## src/rtl/bl_pwm_pkg.sv

```systemverilog
package bl_pwm_pkg;
   // Byte addresses; software depends on these.
   localparam int unsigned OFS_RUN      = 'h00;
   localparam int unsigned OFS_APPLY    = 'h08;
   localparam int unsigned OFS_PRESCALE = 'h10;
   localparam int unsigned OFS_SHAPE    = 'h14;

   // Field positions inside the words.
   localparam int unsigned LSB_PRESCALE = 16;
   localparam int unsigned LSB_PERIOD   = 0;
   localparam int unsigned LSB_WIDTH    = 16;

   // Default field widths.
   localparam int unsigned DEF_DIV_W = 10;
   localparam int unsigned DEF_PER_W = 12;
   localparam int unsigned DEF_WID_W = 13;
endpackage

```

## src/rtl/bl_pwm_regs.sv

```systemverilog
module bl_pwm_regs
   import bl_pwm_pkg::*;
#(
   parameter int unsigned ADDR_W = 5,
   parameter int unsigned DATA_W = 32,
   parameter int unsigned DIV_W  = DEF_DIV_W,
   parameter int unsigned PER_W  = DEF_PER_W,
   parameter int unsigned WID_W  = DEF_WID_W
) (
   input  logic              clk,
   input  logic              rst_n,
   input  logic              wr_en,
   input  logic [ADDR_W-1:0] addr,
   input  logic [DATA_W-1:0] wdata,
   output logic [DATA_W-1:0] rdata,
   output logic              run,
   output logic              commit_rise,
   output logic [DIV_W-1:0]  stg_div,
   output logic [PER_W-1:0]  stg_per,
   output logic [WID_W-1:0]  stg_wid
);
   localparam logic [ADDR_W-1:0] A_RUN   = ADDR_W'(OFS_RUN);
   localparam logic [ADDR_W-1:0] A_APPLY = ADDR_W'(OFS_APPLY);
   localparam logic [ADDR_W-1:0] A_PRE   = ADDR_W'(OFS_PRESCALE);
   localparam logic [ADDR_W-1:0] A_SHAPE = ADDR_W'(OFS_SHAPE);

   logic run_q, apply_q;
   logic [DIV_W-1:0] div_q;
   logic [PER_W-1:0] per_q;
   logic [WID_W-1:0] wid_q;

   logic sel_run, sel_apply, sel_pre, sel_shape;
   assign sel_run   = wr_en && (addr == A_RUN);
   assign sel_apply = wr_en && (addr == A_APPLY);
   assign sel_pre   = wr_en && (addr == A_PRE);
   assign sel_shape = wr_en && (addr == A_SHAPE);

   // Reserved write bits are dropped here.
   logic unused_wdata;
   assign unused_wdata = ^wdata;

   always_ff @(posedge clk) begin
      if (!rst_n) begin
         run_q   <= 1'b0;
         apply_q <= 1'b0;
         div_q   <= '0;
         per_q   <= '0;
         wid_q   <= '0;
      end else begin
         if (sel_run)   run_q   <= wdata[0];
         if (sel_apply) apply_q <= wdata[0];
         if (sel_pre)   div_q   <= wdata[LSB_PRESCALE +: DIV_W];
         if (sel_shape) begin
            per_q <= wdata[LSB_PERIOD +: PER_W];
            wid_q <= wdata[LSB_WIDTH +: WID_W];
         end
      end
   end

   assign commit_rise = sel_apply && wdata[0] && !apply_q;
   assign run     = run_q;
   assign stg_div = div_q;
   assign stg_per = per_q;
   assign stg_wid = wid_q;

   always_comb begin
      rdata = '0;
      if (addr == A_RUN) begin
         rdata[0] = run_q;
      end else if (addr == A_APPLY) begin
         rdata[0] = apply_q;
      end else if (addr == A_PRE) begin
         rdata[LSB_PRESCALE +: DIV_W] = div_q;
      end else if (addr == A_SHAPE) begin
         rdata[LSB_PERIOD +: PER_W] = per_q;
         rdata[LSB_WIDTH +: WID_W]  = wid_q;
      end
   end

   // staged fields move only on a write to their own address
   p_stage_hold_r10: assert property (@(posedge clk) disable iff (!rst_n)
      !wr_en |=> ($stable(div_q) && $stable(per_q) && $stable(wid_q) && $stable(run_q)));
endmodule

```

## src/rtl/bl_pwm_shadow.sv

```systemverilog
module bl_pwm_shadow #(
   parameter int unsigned DIV_W = 10,
   parameter int unsigned PER_W = 12,
   parameter int unsigned WID_W = 13
) (
   input  logic             clk,
   input  logic             rst_n,
   input  logic             run,
   input  logic             commit_rise,
   input  logic             period_end,
   input  logic [DIV_W-1:0] stg_div,
   input  logic [PER_W-1:0] stg_per,
   input  logic [WID_W-1:0] stg_wid,
   output logic [DIV_W-1:0] act_div,
   output logic [PER_W-1:0] act_per,
   output logic [WID_W-1:0] act_wid
);
   logic             pend;
   logic [DIV_W-1:0] pnd_div;
   logic [PER_W-1:0] pnd_per;
   logic [WID_W-1:0] pnd_wid;
   logic             load;

   // Apply at a period boundary, or at once while idle.
   assign load = pend && (!run || period_end);

   always_ff @(posedge clk) begin
      if (!rst_n) begin
         pend    <= 1'b0;
         pnd_div <= '0;
         pnd_per <= '0;
         pnd_wid <= '0;
         act_div <= '0;
         act_per <= '0;
         act_wid <= '0;
      end else begin
         if (load) begin
            act_div <= pnd_div;
            act_per <= pnd_per;
            act_wid <= pnd_wid;
         end
         if (commit_rise) begin
            pnd_div <= stg_div;
            pnd_per <= stg_per;
            pnd_wid <= stg_wid;
            pend    <= 1'b1;
         end else if (load) begin
            pend <= 1'b0;
         end
      end
   end

   // active set is frozen inside a running period
   p_midperiod_stable_r8: assert property (@(posedge clk) disable iff (!rst_n)
      (run && !period_end) |=> ($stable(act_div) && $stable(act_per) && $stable(act_wid)));
endmodule

```

## src/rtl/bl_pwm_prescale.sv

```systemverilog
module bl_pwm_prescale #(
   parameter int unsigned DIV_W = 10
) (
   input  logic             clk,
   input  logic             rst_n,
   input  logic             run,
   input  logic [DIV_W-1:0] div,
   output logic             tick
);
   logic [DIV_W-1:0] cnt;
   logic             wrap;

   assign wrap = (cnt >= div);
   assign tick = run && wrap;

   always_ff @(posedge clk) begin
      if (!rst_n || !run) cnt <= '0;
      else if (wrap)      cnt <= '0;
      else                cnt <= cnt + 1'b1;
   end

   // idle holds the prescaler at zero
   p_prescale_idle_r1: assert property (@(posedge clk) disable iff (!rst_n)
      !run |=> (cnt == '0));
   // count never passes the active prescale value
   p_prescale_bound_r5: assert property (@(posedge clk) disable iff (!rst_n)
      cnt <= div);
endmodule

```

## src/rtl/bl_pwm_period.sv

```systemverilog
module bl_pwm_period #(
   parameter int unsigned PER_W = 12,
   parameter int unsigned WID_W = 13
) (
   input  logic             clk,
   input  logic             rst_n,
   input  logic             run,
   input  logic             tick,
   input  logic [PER_W-1:0] per,
   input  logic [WID_W-1:0] wid,
   output logic             period_end,
   output logic             pwm_hi
);
   logic [PER_W-1:0] qcnt;
   logic             last_step;

   assign last_step  = (qcnt >= per);
   assign period_end = tick && last_step;
   // Widening the count keeps a width above the period comparable.
   assign pwm_hi     = run && (WID_W'(qcnt) <= wid);

   always_ff @(posedge clk) begin
      if (!rst_n || !run) qcnt <= '0;
      else if (tick) begin
         if (last_step) qcnt <= '0;
         else           qcnt <= qcnt + 1'b1;
      end
   end

   // idle holds the period counter at zero
   p_period_idle_r1: assert property (@(posedge clk) disable iff (!rst_n)
      !run |=> (qcnt == '0));
   // count never passes the active period value
   p_period_bound_r5: assert property (@(posedge clk) disable iff (!rst_n)
      qcnt <= per);
   // width at or above period keeps the line high
   p_full_high_r7: assert property (@(posedge clk) disable iff (!rst_n)
      (run && (wid >= WID_W'(per))) |-> pwm_hi);
endmodule

```

## src/rtl/bl_pwm_top.sv

```systemverilog
module bl_pwm_top
   import bl_pwm_pkg::*;
#(
   parameter int unsigned ADDR_W   = 5,
   parameter int unsigned DATA_W   = 32,
   parameter int unsigned DIV_W    = DEF_DIV_W,
   parameter int unsigned PER_W    = DEF_PER_W,
   parameter int unsigned WID_W    = DEF_WID_W,
   parameter bit          OUT_FLOP = 1'b0
) (
   input  logic              clk,
   input  logic              rst_n,
   input  logic              cfg_wr_en,
   input  logic [ADDR_W-1:0] cfg_addr,
   input  logic [DATA_W-1:0] cfg_wdata,
   output logic [DATA_W-1:0] cfg_rdata,
   output logic              pwm_out
);
   localparam int unsigned ADDR_SPAN = 1 << ADDR_W;

   if (WID_W < PER_W) begin : g_bad_wid
      $error("width field must be at least as wide as period field");
   end
   if (LSB_PRESCALE + DIV_W > DATA_W) begin : g_bad_div
      $error("prescale field exceeds data word");
   end
   if (LSB_WIDTH + WID_W > DATA_W || LSB_PERIOD + PER_W > LSB_WIDTH) begin : g_bad_shape
      $error("shape word fields overlap or overflow");
   end
   if (ADDR_SPAN <= OFS_SHAPE) begin : g_bad_addr
      $error("address bus too narrow for register map");
   end

   logic             run, commit_rise, tick, period_end, pwm_hi;
   logic [DIV_W-1:0] stg_div, act_div;
   logic [PER_W-1:0] stg_per, act_per;
   logic [WID_W-1:0] stg_wid, act_wid;

   bl_pwm_regs #(
      .ADDR_W(ADDR_W), .DATA_W(DATA_W),
      .DIV_W(DIV_W), .PER_W(PER_W), .WID_W(WID_W)
   ) i_regs (
      .clk(clk), .rst_n(rst_n), .wr_en(cfg_wr_en), .addr(cfg_addr),
      .wdata(cfg_wdata), .rdata(cfg_rdata), .run(run),
      .commit_rise(commit_rise), .stg_div(stg_div),
      .stg_per(stg_per), .stg_wid(stg_wid)
   );

   bl_pwm_shadow #(.DIV_W(DIV_W), .PER_W(PER_W), .WID_W(WID_W)) i_shadow (
      .clk(clk), .rst_n(rst_n), .run(run), .commit_rise(commit_rise),
      .period_end(period_end), .stg_div(stg_div), .stg_per(stg_per),
      .stg_wid(stg_wid), .act_div(act_div), .act_per(act_per),
      .act_wid(act_wid)
   );

   bl_pwm_prescale #(.DIV_W(DIV_W)) i_prescale (
      .clk(clk), .rst_n(rst_n), .run(run), .div(act_div), .tick(tick)
   );

   bl_pwm_period #(.PER_W(PER_W), .WID_W(WID_W)) i_period (
      .clk(clk), .rst_n(rst_n), .run(run), .tick(tick),
      .per(act_per), .wid(act_wid), .period_end(period_end),
      .pwm_hi(pwm_hi)
   );

   if (OUT_FLOP) begin : g_out_flop
      logic out_q;
      always_ff @(posedge clk) begin
         if (!rst_n) out_q <= 1'b0;
         else        out_q <= pwm_hi;
      end
      assign pwm_out = out_q;
   end else begin : g_out_comb
      assign pwm_out = pwm_hi;
      // output low while stopped
      p_idle_low_r1: assert property (@(posedge clk) disable iff (!rst_n)
         !run |-> !pwm_out);
   end

   // a restart opens a period with the line high
   p_fresh_high_r9: assert property (@(posedge clk) disable iff (!rst_n)
      $rose(run) |-> pwm_hi);
endmodule

```

## config.mk

```make
export PLATFORM = sky130hd
export DESIGN_NAME = bl_pwm_top
export DESIGN_NICKNAME = d
export VERILOG_FILES = /design/src/rtl/bl_pwm_pkg.sv /design/src/rtl/bl_pwm_regs.sv /design/src/rtl/bl_pwm_shadow.sv /design/src/rtl/bl_pwm_prescale.sv /design/src/rtl/bl_pwm_period.sv /design/src/rtl/bl_pwm_top.sv
export SDC_FILE = /design/constraint.sdc
export NUM_CORES = 1
export LEC_CHECK = 0
export ABC_AREA = 0
export BUFFER_PORTS_ARGS = -buffer_cell sky130_fd_sc_hd__buf_2
export CAP_MARGIN = 10
export CORE_MARGIN = 2
export CORE_UTILIZATION = 55
export CTS_BUF_LIST = sky130_fd_sc_hd__clkbuf_8
export CTS_CLUSTER_SIZE = 16
export DETAILED_ROUTE_END_ITERATION = 12
export GPL_ROUTABILITY_DRIVEN = 0
export PLACE_DENSITY = 0.76
export SYNTH_ARGS = -nofsm -noshare
export SYNTH_HDL_FRONTEND = slang
export SYNTH_SLANG_ARGS = --single-unit
```

## constraint.sdc

```tcl
create_clock -name clk -period 3 [get_ports clk]
set_input_delay 0.15 -clock clk [delete_from_list [all_inputs] [get_ports clk]]
set_output_delay 0.15 -clock clk [all_outputs]
set_load 0.01 [all_outputs]
```

# [After elaboration in Yosys (flattened, before gate mapping)]
# Index checks and enable logic that the tools add are counted.
[classes] add_sub_neg=2 n_mul=0 div_mod_pow=0 order_cmp=3 eq_ne=3 shifts=0 muxes=14 bitwise=0 reduce_logical=18
[op_table] operator="$mux W13" n=3
[op_table] operator="$mux W12" n=3
[op_table] operator="$mux W11" n=2
[op_table] operator="$le A12 B13 Y1" n=1
[op_table] operator="$add A12 B1 Y12 const B" n=1
[op_table] operator="$ge A12 B12 Y1" n=1
[op_table] operator="$add A10 B1 Y10 const B" n=1
[op_table] operator="$eq A5 B5 Y1 const B" n=2
[op_table] operator="$ge A10 B10 Y1" n=1
[op_table] operator="$logic_and A1 B1 Y1" n=10
[op_table] operator="$mux W10" n=1
[op_table] operator="$eq A5 B4 Y1 const B" n=1
[op_table] operator="$logic_not A5 Y1" n=1
[op_table] operator="$mux W1" n=4
[op_table] operator="$logic_not A1 Y1" n=3
[op_table] operator="$mux W3" n=1
[op_table] operator="$logic_or A1 B1 Y1" n=2
[op_table] operator="$reduce_bool A2 Y1" n=1
[op_table] operator="$reduce_or A2 Y1" n=1
[totals] register_bits=130 latchBits=0 mem_bits_rw=0 mem_bits_ro=0 input_bits=40 output_inout_bits=33 word_cells=54 memories=0

# [Longest topological paths before layout]
[logic_depth] depth_word=7 mapped_depth=12 mapped_depth_nobuf=8

# [Modules after synthesis]
# Synthesis repeated with hierarchy kept, for this count alone.
[hier_totals] cells_unflattened=700 area_unflattened_um2=6630.1
[modules_own_cells] mod="bl_pwm_shadow" instances=1 cells_per_inst=270 area_per_inst_um2=2817.7 seq_area_each_um2=1421.4
[modules_own_cells] mod="bl_pwm_regs" instances=1 cells_per_inst=201 area_per_inst_um2=1800.5 seq_area_each_um2=740.7
[modules_own_cells] mod="bl_pwm_period" instances=1 cells_per_inst=154 area_per_inst_um2=1280.0 seq_area_each_um2=240.2
[modules_own_cells] mod="bl_pwm_prescale" instances=1 cells_per_inst=75 area_per_inst_um2=732.0 seq_area_each_um2=200.2

# [Least setup slack after synthesis]
# No wires, ideal clock.
[synth_timing] path_kind="flip-flop to flip-flop" from="register i_shadow.act_div[9]" to="register i_shadow.act_div[2]" setup_ns=0.072 arrival_time_ns=2.260 t_required_ns=2.928 path_slack_ns=0.668 path_stages_with_launch=12 path_buffers=4 synth_period_minus_slack_ns=2.332 cell_sequence="dfxtp_1 -> inv_1 -> ha_1 -> nand4_1 -> or3_1 -> buf_6 -> and2_1 -> buf_6 -> o31ai_4 -> buf_6 -> buf_12 -> mux2i_1"
[synth_between] elab_chain_cells=5
[synth_lines] item="from (decl)" line="bl_pwm_shadow.sv:14" text="output logic [DIV_W-1:0] act_div,"
[synth_lines] item="from (signal assigned)" line="bl_pwm_shadow.sv:38" text="act_div <= pnd_div;"
[synth_lines] item="$ge A10 B10 Y1" line="bl_pwm_prescale.sv:13" text="assign wrap = (cnt >= div);"
[synth_lines] item="$logic_and A1 B1 Y1" line="bl_pwm_prescale.sv:14" text="assign tick = run && wrap;"
[synth_lines] item="$logic_and A1 B1 Y1" line="bl_pwm_period.sv:18" text="assign period_end = tick && last_step;"
[synth_lines] item="$logic_or A1 B1 Y1" line="bl_pwm_shadow.sv:25" text="assign load = pend && (!run || period_end);"
[synth_lines] item="$logic_and A1 B1 Y1" line="bl_pwm_shadow.sv:25"
# No other way between the ends.
# A chain may end at the register's enable or synchronous reset.

# [Worst setup path after layout]
[layout_timing] from="register i_period.qcnt[10]" to="output pwm_out"
[layout_between] elab_chain_cells=2
[layout_lines] item="from (decl)" line="bl_pwm_period.sv:14" text="logic [PER_W-1:0] qcnt;"
[layout_lines] item="from (signal assigned)" line="bl_pwm_period.sv:26" text="else qcnt <= qcnt + 1'b1;"
[layout_lines] item="$le A12 B13 Y1" line="bl_pwm_period.sv:20" text="assign pwm_hi = run && (WID_W'(qcnt) <= wid);"
[layout_lines] item="$logic_and A1 B1 Y1" line="bl_pwm_period.sv:20"
[layout_lines] item="to (decl)" line="bl_pwm_top.sv:17" text="output logic pwm_out"
# No other way between the ends.

==> run summary <==
outcome: completed
Top Ports: 73
Final Hold Fails: 0
number of global-route vias before repair: 5071
Slew @ Worst Pin: 0.7519 ns
per-cell routed wire length: 13.94 um
critical path class: register to primary output
IO buf count: 58
Synth top area share: 41.07%
mapped cell area: 0.006336 mm2
sequential share of the synthesized area: 41.07%
most frequent cells in the layout: nand2_1 (205), dfxtp_1 (130), mux2i_1 (57), buf_2 (57), inv_1 (44)
Synth area leaders: dfxtp_1 (41%), nand2_1 (12%), mux2i_1 (9.0%), ha_1 (7.1%), a21boi_0 (4.6%)
Simple-Gate Fraction of Synth Area: 20.89%
Starting Density: 55.97%
CTS Sinks: 130
Leak: 2.742 nW
buffer levels on the longest clock path: 2
Num CTS Buffers: 17
ant diodes: 0
clock-pin slew of the registers on the worst-case setup and hold paths: 0.07 ns
Iter 0 DRT Violations: 207
fmax: 0.3597 GHz
post-synthesis compound-gate area fraction: 12.78%
total gr overflow: 0
fraction of registers with async set or reset after synthesis: 0%
Area growth syn-to-layout: 15.72%
worst min path class: primary input to register
Rows: 39
Max-Cap Viols: 0
final setup margin: 0.2197 ns
Post-Route WL: 13530 um
die width: 111.3 um
combinational family with the most area after synthesis: simple AND/OR/NAND/NOR gates
synthesis-stage register bit count: 130
first-pass GRT wire length: 23230 um
Cells after Synth: 742
CP Launch Type: register
worst-path fanout max: 4
hold slack: 0.1198 ns
crit path capture type: primary output
minimum clock period: 2.780 ns
largest area contributor in the netlist: dfxtp_1
P per Cell Area: 467.0 mW/mm2
post-synthesis mux area share: 9.005%
pin count of the biggest net entering global routing: 87
Synth cell types: 48
share of layout cells above drive strength 1: 13.06%
RSZ-0062 raised after global routing: no
Post-synth EDFFs: 0
Vias: 5143
ys flop type: dfxtp_1
arrival time worst endpoint: 2.63 ns
Layout Skew: 0.007670 ns
most common cell after layout, fill and taps aside: nand2_1
# DRC: 0
Ys Warns: 0
antenna violation net count after detailed routing: 0
Worst Hold Path EP: i_regs.run
Clock Root Buffer: clkbuf_8
Post-DP HPWL: 9461 um
Place WS: 0.3321 ns
CP Data Required Time: 2.85 ns
Pins Over Slew Limit: 0
R2R cell count: 8
Setup Viol. Count Final: 0
Avg Cell Area, Syn: 8.539 um2
CTS tree: yes
drt first pass iters: 4
Vias per Instance: 5.302
worst hold start: cfg_addr[3]
reg2reg end: i_shadow.act_wid[0]
initial antenna violation count: 0
overall routing resource usage: 22.78%
Hold Crit Depth: 4
adder-cell share of the synthesized area: 7.109%
clk_lat worst skew: 0.44 ns
Slew Limit Headroom: 49.87%
overall power: 3.424 mW
maximum vdd drop: 0.3929 mV
r2r setup slk: 0.35 ns
Layout Nets: 890
worst r2r src: i_shadow.act_div[9]
die area: 0.01239 mm2
Die Ht: 111.3 um
final period utilization: 92.68%
core footprint: 0.01132 mm2
XOR/XNOR share of the synthesized area: 2.212%
final setup TNS: 0 ns
H-tree levels: 4
==> state kept, by name, summed over array words and instances, names as in the netlist, 12 cells and up <==
register	count
i_shadow.act_wid	13
i_shadow.pnd_per	12
i_shadow.pnd_wid	13
i_regs.stg_wid	13
i_regs.stg_per	12
i_period.qcnt	12
i_shadow.act_per	12
==> cell type report <==
type,count,area [um2]
clock buffers,20,275.3
multi-input cells,529,3328
repair buffers,93,630.6
fillers,897,3989
clock inverters,12,155.1
inverters,43,161.4
flip-flops and latches,130,2603
well taps,143,178.9
==> metrics by stage <==
step / utilization [%] / cell area [um2] / cells
2_1_floorplan: - / 6359 / 748
3_3_place_gp: 58.74 / 6650 / 913
3_5_place_dp: 58.74 / 6650 / 913
4_1_cts: 64.75 / 7331 / 970
5_1_grt: 64.77 / 7332 / 970
6_report: 64.77 / 7332 / 970
==> critical path: stages, from the launching register on <==
cell,delay (ns)
dfxtp_1,0.48
ha_1,0.31
a21o_1,0.16
a21oi_1,0.13
nor2_1,0.07
or4b_2,0.59
o21ai_0,0.26
buf_2,0.19
==> kinds of logic after synthesis <==
group / count (synthesis)
simple gates: 306
fa+ha+maj: 36
compound gates: 107
xor+xnor: 16
flops: 130
other cells: 1
mux: 57
buf+inv: 89
==> synthesized netlist by cell type, types with 5 or more instances <==
cell type and n:
a21boi_0 39, nor2b_1 14, and2_1 16, a21oi_1 14
xnor2_1 11, dfxtp_1 130, a211oi_1 9, clkbuf_1 29
mux2i_1 57, nor2_1 35, nand3_1 14, a21o_1 5
inv_1 43, ha_1 36, buf_4 7, a21boi_1 22
xor2_1 5, nand4_1 6, nand2_1 205
==> how the worst max path moves through the flow <==
stage / slack [ns] / end / from
2_1_floorplan: 0.67 / i_shadow.act_div[2] / i_shadow.act_div[9]
3_3_place_gp: 0.40 / i_prescale.cnt[9] / i_shadow.act_div[4]
3_5_place_dp: 0.33 / i_prescale.cnt[5] / i_shadow.act_div[4]
4_1_cts: 0.25 / pwm_out / i_period.qcnt[10]
5_1_grt: 0.12 / i_prescale.cnt[2] / i_shadow.act_div[4]
6_report: 0.22 / pwm_out / i_period.qcnt[10]
==> timing repair <==
action                                  in CTS  in global routing
hold endpoints to repair                    34                  0
endpoints found under the setup margin       0                  3
hold buffers                                25                  0
setup buffers                                0                  0
resized for setup                            0                  1
==> routing by layer <==
metal / global-route usage (%) / part of all wire (%) / vias up
met1: 28.62 / 45 / 2402
met3: 4.627 / 4.6 / 27
li1: - / - / 2582
met5: 0 / 0 / -
met4: 9.465 / 1.9 / 0
met2: 38.41 / 48 / 132
==> where the power goes <==
part / switching, mW / internal, mW
Clock: 0.683 / 0.888
Sequential: 0.00317 / 1.73
Combinational: 0.0604 / 0.0613
Total: 0.746 / 2.68
Note: power is estimated with default switching activity, not from simulation.
